--- config.mk ---
export PLATFORM = sky130hd
export DESIGN_NAME = dep_token_ctrl
export DESIGN_NICKNAME = d
export VERILOG_FILES = /design/src/rtl/dtc_pkg.sv /design/src/rtl/dtc_token_cnt.sv /design/src/rtl/dtc_stage_slot.sv /design/src/rtl/dep_token_ctrl.sv
export SDC_FILE = /design/constraint.sdc
export NUM_CORES = 1
export LEC_CHECK = 0
export ABC_AREA = 1
export BUFFER_PORTS_ARGS = -buffer_cell sky130_fd_sc_hd__buf_2
export CORE_ASPECT_RATIO = 0.6
export CORE_MARGIN = 4
export CORE_UTILIZATION = 54
export DETAILED_ROUTE_END_ITERATION = 12
export PLACE_DENSITY = 0.89
export REMOVE_ABC_BUFFERS = 1
export SYNTH_ARGS = -nofsm -noshare
export SYNTH_HDL_FRONTEND = slang
export SYNTH_SLANG_ARGS = --single-unit
--- constraint.sdc ---
create_clock -name clk -period 2.2 [get_ports clk]
set_clock_uncertainty 0.1 [all_clocks]
set_input_delay 0.33 -clock clk [delete_from_list [all_inputs] [get_ports clk]]
set_output_delay 0.33 -clock clk [all_outputs]
set_load 0.01 [all_outputs]
--- src/rtl/dtc_pkg.sv ---
// Package: shared constants for the dependency token controller.
// Assumes four pipeline stages and a four-bit flag nibble per instruction.
package dtc_pkg;
    localparam int FLAG_W   = 4;
    localparam int F_POP_P  = 3;   // take token from previous-stage boundary
    localparam int F_PUSH_P = 2;   // give token to previous-stage boundary
    localparam int F_POP_N  = 1;   // take token from next-stage boundary
    localparam int F_PUSH_N = 0;   // give token to next-stage boundary

    typedef enum logic [1:0] {
        ST_LOAD  = 2'd0,
        ST_GEMM  = 2'd1,
        ST_ALU   = 2'd2,
        ST_STORE = 2'd3
    } stage_e;
endpackage

--- src/rtl/dtc_token_cnt.sv ---
// Module: one saturating token counter between two neighbouring stages.
// Assumes at most one increment source and one decrement source, and that
// decrement is only requested while the counter is non-zero.
module dtc_token_cnt #(
    parameter int CNT_W = 4
) (
    input  logic             clk,
    input  logic             rst_n,
    input  logic             inc,
    input  logic             dec,
    output logic [CNT_W-1:0] value
);
    localparam logic [CNT_W-1:0] CNT_MAX = {CNT_W{1'b1}};

    // Apply push/pop with saturation; a simultaneous push and pop cancel.
    always_ff @(posedge clk) begin
        if (!rst_n) begin
            value <= '0;
        end else if (inc && !dec && value != CNT_MAX) begin
            value <= value + 1'b1;
        end else if (dec && !inc) begin
            value <= value - 1'b1;
        end
    end

    // a pop is never applied to an empty counter
    p_no_underflow_r3: assert property (@(posedge clk) disable iff (!rst_n)
        dec |-> value != '0);

    // a lone push below the top raises the count by exactly one
    p_push_step_r2: assert property (@(posedge clk) disable iff (!rst_n)
        (inc && !dec && value != CNT_MAX) |=> value == $past(value) + 1'b1);

    // a lone push at the top keeps the maximum
    p_saturate_r8: assert property (@(posedge clk) disable iff (!rst_n)
        (inc && !dec && value == CNT_MAX) |=> value == CNT_MAX);

    // simultaneous push and pop leave the count unchanged
    p_cancel_r9: assert property (@(posedge clk) disable iff (!rst_n)
        (inc && dec) |=> $stable(value));
endmodule

--- src/rtl/dtc_stage_slot.sv ---
// Module: per-stage issue slot. Grants a request when the slot is idle and
// every counter it pops holds a token, latches the push flags, and fires the
// pushes on the completion strobe. Flags toward a missing neighbour are masked.
// Assumes done is only meaningful while an instruction is in flight.
module dtc_stage_slot
    import dtc_pkg::*;
#(
    parameter bit HAS_PREV = 1'b1,
    parameter bit HAS_NEXT = 1'b1
) (
    input  logic              clk,
    input  logic              rst_n,
    input  logic              req_valid,
    input  logic [FLAG_W-1:0] req_flags,
    input  logic              done,
    input  logic              prev_nz,
    input  logic              next_nz,
    output logic              grant,
    output logic              pop_prev,
    output logic              pop_next,
    output logic              push_prev,
    output logic              push_next
);
    logic busy;
    logic pend_push_prev;
    logic pend_push_next;
    logic need_prev;
    logic need_next;
    logic finish;

    // Decide which pops apply and whether tokens are present.
    always_comb begin
        need_prev = HAS_PREV && req_flags[F_POP_P];
        need_next = HAS_NEXT && req_flags[F_POP_N];
        grant     = req_valid && !busy
                    && (!need_prev || prev_nz)
                    && (!need_next || next_nz);
        pop_prev  = grant && need_prev;
        pop_next  = grant && need_next;
        finish    = done && busy;
        push_prev = finish && pend_push_prev;
        push_next = finish && pend_push_next;
    end

    // Track the in-flight instruction and its pending pushes.
    always_ff @(posedge clk) begin
        if (!rst_n) begin
            busy           <= 1'b0;
            pend_push_prev <= 1'b0;
            pend_push_next <= 1'b0;
        end else if (grant) begin
            busy           <= 1'b1;
            pend_push_prev <= HAS_PREV && req_flags[F_PUSH_P];
            pend_push_next <= HAS_NEXT && req_flags[F_PUSH_N];
        end else if (finish) begin
            busy           <= 1'b0;
            pend_push_prev <= 1'b0;
            pend_push_next <= 1'b0;
        end
    end

    // a granted stage cannot be granted again in the next cycle
    p_single_issue_r10: assert property (@(posedge clk) disable iff (!rst_n)
        grant |=> !grant);

    // pushes only fire together with a completion strobe
    p_push_on_done_r5: assert property (@(posedge clk) disable iff (!rst_n)
        (push_prev || push_next) |-> done);
endmodule

--- src/rtl/dep_token_ctrl.sv ---
// Module: top of the inter-stage dependency token controller. Instantiates
// one issue slot per stage and a forward and backward token counter per
// boundary, and wires each slot's pops/pushes to its neighbours' counters.
// Assumes stage 0 is load and the last stage is store.
module dep_token_ctrl
    import dtc_pkg::*;
#(
    parameter int NSTAGE = 4,
    parameter int CNT_W  = 4
) (
    input  logic                        clk,
    input  logic                        rst_n,
    input  logic [NSTAGE-1:0]           req_valid,
    input  logic [NSTAGE*FLAG_W-1:0]    req_flags,
    output logic [NSTAGE-1:0]           grant,
    input  logic [NSTAGE-1:0]           done,
    output logic [(NSTAGE-1)*CNT_W-1:0] fwd_count,
    output logic [(NSTAGE-1)*CNT_W-1:0] bwd_count
);
    localparam int NBOUND = NSTAGE - 1;

    logic [NSTAGE-1:0] pop_prev, pop_next, push_prev, push_next;
    logic [NSTAGE-1:0] prev_nz, next_nz;
    logic [NBOUND-1:0] fwd_nz, bwd_nz;

    // Token counters: forward and backward per boundary.
    for (genvar b = 0; b < NBOUND; b++) begin : g_bound
        dtc_token_cnt #(.CNT_W(CNT_W)) u_fwd (
            .clk   (clk),
            .rst_n (rst_n),
            .inc   (push_next[b]),
            .dec   (pop_prev[b+1]),
            .value (fwd_count[b*CNT_W +: CNT_W])
        );
        dtc_token_cnt #(.CNT_W(CNT_W)) u_bwd (
            .clk   (clk),
            .rst_n (rst_n),
            .inc   (push_prev[b+1]),
            .dec   (pop_next[b]),
            .value (bwd_count[b*CNT_W +: CNT_W])
        );
        assign fwd_nz[b] = |fwd_count[b*CNT_W +: CNT_W];
        assign bwd_nz[b] = |bwd_count[b*CNT_W +: CNT_W];
    end

    // Issue slots: the neighbour-availability taps depend on stage position.
    for (genvar s = 0; s < NSTAGE; s++) begin : g_stage
        if (s == 0) begin : g_first
            assign prev_nz[s] = 1'b0;
        end else begin : g_mid_p
            assign prev_nz[s] = fwd_nz[s-1];
        end
        if (s == NSTAGE - 1) begin : g_last
            assign next_nz[s] = 1'b0;
        end else begin : g_mid_n
            assign next_nz[s] = bwd_nz[s];
        end

        dtc_stage_slot #(
            .HAS_PREV (s != 0),
            .HAS_NEXT (s != NSTAGE - 1)
        ) u_slot (
            .clk       (clk),
            .rst_n     (rst_n),
            .req_valid (req_valid[s]),
            .req_flags (req_flags[s*FLAG_W +: FLAG_W]),
            .done      (done[s]),
            .prev_nz   (prev_nz[s]),
            .next_nz   (next_nz[s]),
            .grant     (grant[s]),
            .pop_prev  (pop_prev[s]),
            .pop_next  (pop_next[s]),
            .push_prev (push_prev[s]),
            .push_next (push_next[s])
        );
    end

    // no token traffic toward a stage beyond either pipeline end
    p_edge_quiet_r7: assert property (@(posedge clk) disable iff (!rst_n)
        !(pop_prev[0] || push_prev[0] || pop_next[NSTAGE-1] || push_next[NSTAGE-1]));

    // counters come out of reset empty
    p_reset_empty_r1: assert property (@(posedge clk)
        !rst_n |=> (fwd_count == '0 && bwd_count == '0));
endmodule

After elaboration in Yosys (flattened, before gate mapping)

Index checks and enable logic that the tools add are counted.

Register bits after elaboration: 34
Input port bits: 26

$add $sub $neg: 12
Equality and inequality tests: 6
Muxes and demuxes: 26
Reductions and logical operators: 88

Operator list:

| operator                                          | count |
|---|---|
| two-way mux 4 bit                                 | 12 |
| logical AND 1 bit                                 | 44 |
| adder 4 x 1 -> 4 bit (second input constant)      | 6 |
| inequality test 4 bit (second input constant)     | 6 |
| OR reduction 4 bit                                | 6 |
| subtractor 4 x 1 -> 4 bit (second input constant) | 6 |
| logical NOT 1 bit                                 | 22 |
| nonzero test 2 bit                                | 10 |
| two-way mux 1 bit                                 | 14 |
| logical OR 1 bit                                  | 6 |

Logic depth before layout (Yosys ltp)

Gate-level depths: netlist (run 1).

Depth after elaboration: 9
Mapped depth: 14

By module

Synthesis (run 1) repeated with hierarchy kept, for this count alone.

Cell total of the unflattened synthesis: 381
Area, all modules: 2598.7 um2

By module, submodules not included:

| module                                 | instances | cells an instance | area an instance (um2) |
|---|---|---|---|
| dtc_token_cnt                          | 6         | 41                | 302.8 |
| dtc_stage_slot (g_stage[1].u_slot ...) | 2         | 30                | 190.2 |
| dtc_stage_slot (g_stage[0].u_slot ...) | 2         | 28                | 165.2 |
| dep_token_ctrl                         | 1         | 19                | 71.3 |

Least setup slack after synthesis (run 1)

Ideal clock, no wire load.

Path kind: register -> register
Start: register g_bound[1].u_fwd.value[0]
End: register g_bound[2].u_bwd.value[3]
Arrival time: 1773 ps
Setup slack: 217 ps
Cell stages (with the launch flop): 13
Buffers on the path: 0
Clock period less this slack: 1983 ps
Cell sequence: dfxtp_1 > nor2_1 > nand3_1 > nand4_1 > nand2_2 > ha_1 > and3_1 > nor2_1 > nand3_1 > nand3_2 > nand2_1 > inv_1 > nor2_1

Word-level cells in the longest chain between the ends: 9
Elaborated cells on any way between the ends: 11
Those cells by class: 1 x mux; 10 x reduce/logical

RTL lines:

| what                                                           | line                 | RTL |
|---|---|---|
| from (decl)                                                    | dtc_token_cnt.sv:11  | `output logic [CNT_W-1:0] value` |
| from (signal assigned)                                         | dtc_token_cnt.sv:20  | `value <= value + 1'b1;` |
| from (signal assigned)                                         | dtc_token_cnt.sv:22  | `value <= value - 1'b1;` |
| OR reduction 4 bit (*)                                         | dep_token_ctrl.sv:42 | `assign fwd_nz[b] = \|fwd_count[b*CNT_W +: CNT_W];` |
| logical OR 1 bit (*)                                           | dtc_stage_slot.sv:36 | `&& (!need_prev \|\| prev_nz)` |
| logical AND 1 bit (*)                                          | dtc_stage_slot.sv:36 |  |
| logical AND 1 bit (*)                                          | dtc_stage_slot.sv:37 | `&& (!need_next \|\| next_nz);` |
| logical AND 1 bit (*)                                          | dtc_stage_slot.sv:39 | `pop_next = grant && need_next;` |
| logical NOT 1 bit                                              | dtc_token_cnt.sv:19  | `end else if (inc && !dec && value != CNT_MAX) begin` |
| logical AND 1 bit (2 in a row)                                 | dtc_token_cnt.sv:19  |  |
| two-way mux 4 bit / nonzero test 2 bit (equally long branches) | n/a                  |  |
| to (signal assigned)                                           | dtc_token_cnt.sv:20  |  |
| to (signal assigned)                                           | dtc_token_cnt.sv:22  |  |
| to (decl)                                                      | dtc_token_cnt.sv:11  |  |

Every way passes the cells marked *; elsewhere a longest branch is shown, timed or not.
A chain may end at the register's enable or synchronous reset.

Final worst setup path (run 1)

Start: register g_bound[1].u_fwd.value[3]
End: register g_bound[2].u_bwd.value[3]

The elaborated chain is that of the path after synthesis.

==> reports/metrics.yaml, run 1 <==
fin_crit_sh_pct: 92.4
synth_xor_area_share_pct: 2.27
cts_hold_buf: 0
drt-wirelength-per-cell_microns: 12.7
synthAdderAreaFrac_pct: 11.7
initial_core_util_pct: 56.3
layout-drive-gt1-share_pct: 32.0
cap_violations: 0
io_pins: 54
ir_worst_vdd_uv: 485
cts_buffer_depth: 2
hold_violations: 0
p_per_area_nw_per_um2: 677
fmax_mhz: 492
grt_usage_pct: 20.7
vias_per_cell: 5.16
slew_viol_final: 0
synth-simple-area-share_pct: 38.0
p_leak_nw: 1.34
syn_area_per_cell_sq_um: 7.20
cts_setup_buffers: 0
overflow: 0
vias: 2260
syn-cell-area_sq_um: 2320
n_fill_cell: 340
dieArea_sq_um: 5440
yosysSeqAreaShare_pct: 29.4
synthToLayoutAreaGrowth_pct: 21.0
required_ns: 2.33
p_total_mw: 1.90
clkLatencyLatePin_ns: 0.29
synth_compound_area_share_pct: 10.4
outcome: "finished, final reports clean"
crit_fanout: 5
die_h_microns: 58.8
hp-class: "in -> reg"
worst_ep_arrival_time_ns: 2.16
grt_antenna_before_repair: 0
finalCriticalPeriod_ns: 2.03
core-area_sq_um: 4120
tightestPinTransition_ns: 0.556
dp.cells: 430
cts_tree: "built"
synth_mux_area_share_pct: 0
grt_pass1_vias: 2063
grt_pass1_wl_mm: 9.06
gp_congestion: 0.872
nNetsFinal: 421
drc_errors: 0
postSynthCellCount: 322
grt_max_degree: 19
rows: 18
numCtsBuffers: 5
clkTransAtPathRegs_ns: 0.07
routed_wl_mm: 5.54
critPathKind: "reg -> reg"
slew_headroom_pct: 62.9
yosys_warnings: 0
synth_top_family_by_area: "simple AND/OR/NAND/NOR gates"
drt_iter0_drc: 112
final_cells: 438
port-buffer-count: 49
cts_sinks: 34
hpwl_mm: 4.26
worstSetupEndpointType: "register"
yosysUniqueCellTypes: 25
ctsHtreeMaxLevel: 2
finalSetupViolCount: 0
start_kind: "register"
ant_nets: 0
antenna_cells: 0
root_buffer: "clkbuf_8"
fp.dieW_microns: 92.6
synth-seq-cells: 34
firstDrtPassIters: 4
## metrics by stage
step           setup slack, ns  area, sq um  hold slack [ns]  util (%)  TNS (ns)
4_1_cts                 0.0760         2730            0.189      66.3         0
2_1_floorplan            0.217         2280            0.340         -         0
5_1_grt                -0.0240         2810            0.192      68.1   -0.0356
3_5_place_dp             0.100         2640            0.355      64.1         0
3_3_place_gp             0.162         2640            0.348      64.1         0
6_report                 0.166         2810            0.194      68.1         0
## state kept, by name, summed over array words and instances (netlist names)
name,count
g_stage.u_slot.busy,4
g_stage.u_slot.pend_push_prev,3
g_stage.u_slot.pend_push_next,3
g_bound.u_bwd.value,12
g_bound.u_fwd.value,12
## synthesized netlist by cell type
library cell,number,area [sq um]
buf_4,4,30.0
ha_1,12,150
a21oi_1,27,135
o21ai_0,6,30.0
fa_1,6,120
nor2_8,2,40.0
xnor2_1,5,43.8
o21a_1,4,30.0
a21o_1,1,7.51
clkbuf_1,3,11.3
nand2_2,8,50.1
nor2_1,43,161
nand2_1,55,206
nand3_1,30,150
nand3_2,11,110
and3_1,1,6.26
o21ai_1,6,30.0
nand4_1,13,81.3
nand2_4,4,45.0
nor2_2,5,31.3
inv_2,4,15.0
xor2_1,1,8.76
a21oi_2,1,8.76
inv_1,36,135
dfxtp_1,34,681
## power by group
| part | total (mW) | leakage [nW] | internal, mW | switching [mW] |
|---|---|---|---|---|
| Clock | 0.485 | 0.0482 | 0.253 | 0.232 |
| Combinational | 0.629 | 1.01 | 0.260 | 0.369 |
| Sequential | 0.785 | 0.283 | 0.689 | 0.0960 |
## area by class of cell
cell class	count	area [sq um]	area share, %
clock buffer	7	86.3	3.08
clock inverter	1	5.00	0.178
inverter	40	150	5.35
multi-input combinational	241	1500	53.6
sequential	34	696	24.8
tap	60	75.1	2.67
timing repair buffer	55	290	10.3
## logic make-up after synthesis
family	count (synthesis)
flip-flops	34
XOR/XNOR	6
AND/OR/NAND/NOR	172
adder cells (fa/ha/maj)	18
buffers and inverters	47
AO/OA/AOI/OAI	45
## worst paths after layout
path | from | endpoint | slack (ns) | cells past startpoint
hold / removal | req_flags[10] | g_stage[2].u_slot.pend_push_prev$_SDFFE_PN0P_ | 0.19 | 3
setup reg to reg | g_bound[1].u_fwd.value[3]$_SDFFE_PN0P_ | g_bound[2].u_bwd.value[3]$_SDFFE_PN0P_ | 0.17 | 13
setup / recovery | g_bound[1].u_fwd.value[3]$_SDFFE_PN0P_ | g_bound[2].u_bwd.value[3]$_SDFFE_PN0P_ | 0.17 | 13
hold reg to reg | g_stage[2].u_slot.pend_push_next$_SDFFE_PN0P_ | g_stage[2].u_slot.pend_push_next$_SDFFE_PN0P_ | 0.36 | 2
## per-layer routing
layer,GRT usage (%),vias up,part of all wire [%]
met5,0,-,0
met4,5.29,0,0.72
met3,3.96,4,5.5
met2,32.6,51,44
met1,29.5,1040,50
li1,-,1165,-
## repair_timing
| item | 4_1_cts | 5_1_grt |
|---|---|---|
| gates resized for setup | 0 | 24 |
| endpoints found under the setup margin | 0 | 6 |
| hold endpoints to repair | 0 | 0 |
## cells in the final DEF (no fill, tap or decap), drive strengths merged
cell type,Yosys,layout
nand2,67,67
buf,4,55
nor2,50,50
nand3,41,41
inv,40,40
dfxtp,34,34
a21oi,28,28
nand4,13,13
ha,12,12
o21ai,12,12
clkbuf,3,7
fa,6,6
xnor2,5,5
o21a,4,4
a21o,1,1
and3,1,1
xor2,1,1
clkinv,0,1
## worst max-delay path, stage by stage, from the launching register on
cell	delay, ns
dfxtp_1	0.37
nor2_2	0.14
nand3_1	0.12
nand4_1	0.16
nand2_2	0.11
ha_1	0.29
and3_1	0.18
nor2_2	0.11
inv_1	0.05
nand2_1	0.09
nand3_2	0.07
nand2_1	0.06
inv_1	0.04
nor2_1	0.09
Power figures use the tool's default switching activity.
==> run 2, diff against run 1 <==
Settings changed: BUFFER_PORTS_ARGS -buffer_cell sky130_fd_sc_hd__buf_2 to not set, CORE_MARGIN 4 to 2, CORE_UTILIZATION 54 to 55, DONT_BUFFER_PORTS set to 1, PLACE_DENSITY 0.89 to 0.79.
Clock period 2.2 ns to 2.4 ns, I/O delays scaled along.
==> run 2 against run 1 <==
Flip-flop and latch count stayed put. First-iteration DRC count increased by 13%. Non-clock buffer count is 51 lower. Critical path depth did not move. Count of clock-buffer cells in the layout decreased by 2. Combinational power decreased by 26%. Total power fell by 9.2%. Via count shrank 10%. Sequential share of layout area grew 2.6 points. Fmax fell by 9.1%. Sequential power is 7.4% lower. Critical endpoint unchanged. Highest routed layer unchanged.
==> reports/metrics.yaml, run 2 (synthesis results as in run 1) <==
dieArea_sq_um: 4770  # -12%
cts_tree: "built"
hpwl_mm: 3.86  # -9.5%
crit_fanout: 7  # +2
reg2reg_depth: 13  # unchanged
hp-class: "in -> reg"
initial_core_util_pct: 56.9  # +0.62 points
finalCriticalPeriod_ns: 2.24  # +0.204 ns
rows: 18  # unchanged
slew_headroom_pct: 62.4  # -0.53 points
r2r-start: "g_bound[2].u_bwd.value[0]$_SDFFE_PN0P_"
hold_violations: 0  # unchanged
max_stage_delay_ns: 0.53  # +0.16 ns
rsz0062_at_grt: "no"
nNetsFinal: 370  # -12%
post-route-util_pct: 61.2  # -6.9 points
hold_path_depth: 2  # -1
use_met2_pct: 31.8  # -0.76 points
hp-start: "rst_n"
cap_violations: 0  # unchanged
finalSetupViolCount: 0  # unchanged
root_buffer: "clkbuf_8"
fin_setup_tns_ns: 0  # unchanged
vias: 2029  # -10%
cts_setup_buffers: 0  # unchanged
grt_antenna_before_repair: 0  # unchanged
fp.dieW_microns: 87.8  # -5.2%
core-area_sq_um: 4080  # -1.1%
io_pins: 54  # unchanged
slew_viol_final: 0  # unchanged
grt_pass1_vias: 1744  # -15%
required_ns: 2.54  # +0.21 ns
synthToLayoutAreaGrowth_pct: 7.61
fin_crit_sh_pct: 93.2  # +0.78 points
crit_top_cell: "nand2_1"
cts_sinks: 34  # unchanged
vias_per_cell: 5.24  # +1.6%
clkTransAtPathRegs_ns: 0.07  # about the same
fin_ws_ns: 0.162  # -0.00371 ns
cts_buffer_depth: 2  # unchanged
busiest_layer: "met2"
use_met3_pct: 6.94  # +3.0 points
drc_errors: 0  # unchanged
cp_cell_sequence: "nor2_2, nand2_1, nand4_1, nand2_2, ha_1, and3_1, nor2_1, inv_1, nand2_1, nand3_2, nand2_1, inv_1, nor2_1"
grt_usage_pct: 22.1  # +1.4 points
antenna_cells: 0  # unchanged
worst_ep_arrival_time_ns: 2.38  # +0.22 ns
critPathLaunch: "g_bound[2].u_bwd.value[0]$_SDFFE_PN0P_"
drt-wirelength-per-cell_microns: 12.9  # +1.8%
final_common_cell: "nand2_1"
firstDrtPassIters: 4  # unchanged
grt_pass1_wl_mm: 7.80  # -14%
routed_wl_mm: 4.98  # -10%
pre_cts_slack_ns: 0.213  # +0.113 ns
critPathKind: "reg -> reg"
gp_congestion: 0.860  # -1.4%
die_h_microns: 54.3  # -7.6%
worstSetupEndpointType: "register"
clkLatencyLatePin_ns: 0.30  # about the same
p_leak_nw: 1.10  # -18%
port-buffer-count: 0  # -100%
outcome: "finished, final reports clean"
ir_worst_vdd_uv: 519  # +6.9%
grt_max_degree: 20  # +1
start_kind: "register"
cp_slowest_cell: "dfxtp_1"
p_per_area_nw_per_um2: 691  # +2.1%
numCtsBuffers: 5  # unchanged
fmax_mhz: 447  # -9.1%
drt_iter0_drc: 127  # +13%
mostFrequentLayoutCells: "nand2_1, nor2_1, inv_1, dfxtp_1, nand3_1"
ctsHtreeMaxLevel: 2  # unchanged
layout-drive-gt1-share_pct: 15.3  # -17 points
grt_use_met1_pct: 30.6  # +1.1 points
ant_nets: 0  # unchanged
n_fill_cell: 366  # +7.6%
top_regs: "g_bound.u_bwd.value (12), g_bound.u_fwd.value (12), g_stage.u_slot.busy (4)"
tightestPinTransition_ns: 0.564  # +0.00797 ns
overflow: 0  # unchanged
[run 2: cell types whose count changed in the layout (fill, tap and decap cells not counted), moves of 2 or more]
cell	change
nor2_2	-7
dfxtp_1	+9
buf_2	-49
dfxtp_2	-9
nand3_2	-3
buf_4	-2
ha_1	+2
nor2_1	+7
ha_4	-2
nand3_1	+3
[run 2: routing by layer]
metal,vias up,part of all wire (%)
li1,1063,-
met1,898,48
met2,61,42
met3,7,8.1
met4,0,1.6
met5,-,0
[run 2: path summary, 6_finish.rpt]
check	slack (ns)	to
setup / recovery	0.16	g_bound[2].u_bwd.value[3]$_SDFFE_PN0P_
hold / removal	0.08	g_bound[2].u_fwd.value[3]$_SDFFE_PN0P_
setup reg to reg	0.16	g_bound[2].u_bwd.value[3]$_SDFFE_PN0P_
hold reg to reg	0.37	g_stage[2].u_slot.pend_push_next$_SDFFE_PN0P_
[run 2: final cells by class]
class / instances / area [sq um] / area share (%)
clock buffer: 5 / 68.8 / 2.76
inverter: 40 / 150 / 6.02
multi-input combinational: 241 / 1450 / 58.0
sequential: 34 / 684 / 27.4
timing repair buffer: 4 / 30.0 / 1.20
tap: 60 / 75.1 / 3.01
clock inverter: 3 / 40.0 / 1.60
[run 2: power by group]
part           internal (mW)  switching, mW
combinational          0.183          0.285
clock                  0.305          0.222
sequential             0.627         0.0999
[run 2: repair_timing]
action | 4_1_cts | 5_1_grt
gates resized for setup | 0 | 3
endpoints found under the setup margin | 0 | 2
hold buffers | 0 | 0
[run 2: critical path: cells and delay by family, from the launching register on]
| family | cells | cell delay (ns) |
|---|---|---|
| simple gates | 10 | 1.17 |
| flops | 1 | 0.53 |
| fa+ha+maj | 1 | 0.29 |
| buf+inv | 2 | 0.10 |
[run 2: metrics by stage]
step,power (mW),cells,area [sq um],hold slack (ns)
after floorplan,1.11,315,2280,0.340
after global placement,1.18,379,2380,0.348
after detailed placement,1.20,379,2380,0.363
after CTS,1.73,387,2490,0.0739
after global routing,1.84,387,2490,0.0771
final,1.72,387,2490,0.0791
==> run 3, diff against run 2 <==
Settings changed: CAP_MARGIN set to 20, RECOVER_POWER set to 50.
Clock period 2.4 ns to 2.21 ns, I/O delays scaled along.
==> run 3 against run 2 <==
Sequential share of layout area decreased by 1.3 points. Final cell count is 3.6% higher. Critical path depth rose by 1. Flip-flop and latch count unchanged.
==> reports/metrics.yaml, run 3 (synthesis results as in run 1) <==
outcome: "finished, final reports clean"
finalCriticalPeriod_ns: 2.08  # -0.160 ns
cts_buffer_depth: 2  # unchanged
vias: 2070  # +2.0%
ctsHtreeMaxLevel: 2  # unchanged
final_common_cell: "nand2_1"
crit_top_cell: "nor2_1"
power_frac_comb_pct: 29.9  # +2.7 points
r2r_setup_slack_ns: 0.13  # -0.03 ns
tightestPinTransition_ns: 0.554  # -0.00971 ns
numCtsBuffers: 5  # unchanged
p_leak_nw: 1.15  # +4.0%
antenna_cells: 0  # unchanged
ctsResizeCount: 0  # unchanged
max_stage_delay_ns: 0.40  # -0.13 ns
gp_congestion: 0.857  # -0.33%
r2r-start: "g_bound[0].u_fwd.value[3]$_SDFFE_PN0P_"
ant_nets: 0  # unchanged
die_h_microns: 54.3  # unchanged
p_switching_mw: 0.670  # +10%
grt_max_degree: 20  # unchanged
critPathKind: "reg -> reg"
clkTransAtPathRegs_ns: 0.07  # about the same
grt_usage_pct: 22.7  # +0.65 points
worst_ep_arrival_time_ns: 2.16  # -0.22 ns
cp_slowest_cell: "dfxtp_1"
root_buffer: "clkbuf_8"
grt_pass1_vias: 1860  # +6.7%
overflow: 0  # unchanged
io_pins: 54  # unchanged
ir_worst_vdd_uv: 720  # +39%
routed_wl_mm: 5.15  # +3.3%
slew_headroom_pct: 63.0  # +0.65 points
post-route-util_pct: 65.0  # +3.8 points
critPathLaunch: "g_bound[0].u_fwd.value[3]$_SDFFE_PN0P_"
fin_setup_tns_ns: 0  # unchanged
use_met3_pct: 6.33  # -0.60 points
pre_cts_slack_ns: 0.134  # -0.0790 ns
p_per_area_nw_per_um2: 724  # +4.8%
slew_viol_final: 0  # unchanged
grt_pass1_wl_mm: 8.25  # +5.7%
clkLatencyLatePin_ns: 0.28  # -0.02 ns
initial_core_util_pct: 56.9  # unchanged
finalSetupViolCount: 0  # unchanged
stdcell_area_sq_um: 2650  # +6.2%
p_clk_share_pct: 29.8  # -0.8 points
p_int_mw: 1.25  # +12%
cap_violations: 0  # unchanged
hpwl_mm: 4.00  # +3.7%
n_fill_cell: 364  # -0.55%
cts_tree: "built"
seq_power_share_pct: 40.4  # -1.8 points
rows: 18  # unchanged
switching_share_pct: 35.0  # -0.25 points
port-buffer-count: 0  # unchanged
layout-drive-gt1-share_pct: 20.8  # +5.5 points
drc_errors: 0  # unchanged
cts_setup_buffers: 0  # unchanged
grt_antenna_before_repair: 0  # unchanged
cp_cell_sequence: "clkbuf_1, nand3_1, nor2_1, nor2_1, nand2_2, ha_1, nand2_1, nand2_1, nor2_1, nand3_1, nand3_2, nand2_1, inv_1, nor2_1"
reg2reg_depth: 14  # +1
hold_violations: 0  # unchanged
top_regs: "g_bound.u_bwd.value (12), g_bound.u_fwd.value (12), g_stage.u_slot.busy (4)"
core-area_sq_um: 4080  # unchanged
dieArea_sq_um: 4770  # unchanged
fin_crit_sh_pct: 94.0  # +0.77 points
cts_sinks: 34  # unchanged
fmax_mhz: 481  # +7.7%
fp.dieW_microns: 87.8  # unchanged
hp-class: "in -> reg"
drt_iter0_drc: 118  # -7.1%
required_ns: 2.29  # -0.25 ns
cp-endpoint: "g_bound[0].u_fwd.value[3]$_SDFFE_PN0P_"
use_met2_pct: 35.1  # +3.3 points
start_kind: "register"
mostFrequentLayoutCells: "nand2_1, nor2_1, inv_1, nand3_1, a21oi_1"
vias_per_cell: 5.16  # -1.5%
dpl_cell_area_sq_um: 2490  # +4.4%
rr_endpoint: "g_bound[0].u_fwd.value[3]$_SDFFE_PN0P_"
busiest_layer: "met2"
synthToLayoutAreaGrowth_pct: 14.2
cts_hold_buf: 0  # unchanged
grt_use_met1_pct: 31.8  # +1.2 points
rsz0062_at_grt: "no"
nNetsFinal: 384  # +3.8%
crit_fanout: 4  # -3
fin_ws_ns: 0.133  # -0.0298 ns
worstSetupEndpointType: "register"
drt-wirelength-per-cell_microns: 12.8  # -0.30%
firstDrtPassIters: 4  # unchanged
## run 3: cell type report
class / count / area [sq um] / share of cell area, %
inverter: 40 / 150 / 5.67
clock buffer: 5 / 68.8 / 2.60
clock inverter: 3 / 45.0 / 1.70
timing repair buffer: 18 / 105 / 3.97
sequential: 34 / 692 / 26.1
multi-input combinational: 241 / 1510 / 57.1
tap: 60 / 75.1 / 2.83
## run 3: critical path: cells and delay by family (launching register included)
kind,cells,cell delay (ns)
flip-flops,1,0.40
adder cells (fa/ha/maj),1,0.26
buffers and inverters,2,0.24
AND/OR/NAND/NOR,11,1.00
## run 3: per-layer routing
layer	up-vias	routed length, microns
li1	1091	-
met1	913	2560
met2	64	2150
met3	2	414
met4	0	19
met5	-	0
## run 3: power groups by stage
stage / Combinational (mW) / Clock [mW] / Sequential [mW]
global route: 0.655 / 0.606 / 0.784
finish: 0.573 / 0.570 / 0.773
CTS: 0.573 / 0.584 / 0.763
floorplan: 0.416 / 0 / 0.787
detailed placement: 0.569 / 0 / 0.777
global placement: 0.547 / 0 / 0.775
## run 3: how the worst min path moves through the flow
stage	to	depth (start not counted)	start	slack (ns)
after global routing	g_bound[2].u_bwd.value[3]$_SDFFE_PN0P_	2	rst_n	0.06
after floorplan	g_stage[1].u_slot.pend_push_next$_SDFFE_PN0P_	2	g_stage[1].u_slot.pend_push_next$_SDFFE_PN0P_	0.34
final	g_bound[2].u_bwd.value[3]$_SDFFE_PN0P_	2	rst_n	0.06
after detailed placement	g_bound[2].u_bwd.value[3]$_SDFFE_PN0P_	2	rst_n	0.36
after global placement	g_stage[2].u_slot.pend_push_next$_SDFFE_PN0P_	2	g_stage[2].u_slot.pend_push_next$_SDFFE_PN0P_	0.35
after CTS	g_bound[1].u_bwd.value[3]$_SDFFE_PN0P_	2	rst_n	0.06
## run 3: stage by stage
stage | hold slack [ns] | cells | power (mW)
after floorplan | 0.340 | 315 | 1.20
after CTS | 0.0591 | 401 | 1.92
after global placement | 0.348 | 393 | 1.32
after detailed placement | 0.360 | 393 | 1.35
after global routing | 0.0588 | 401 | 2.04
final | 0.0642 | 401 | 1.92
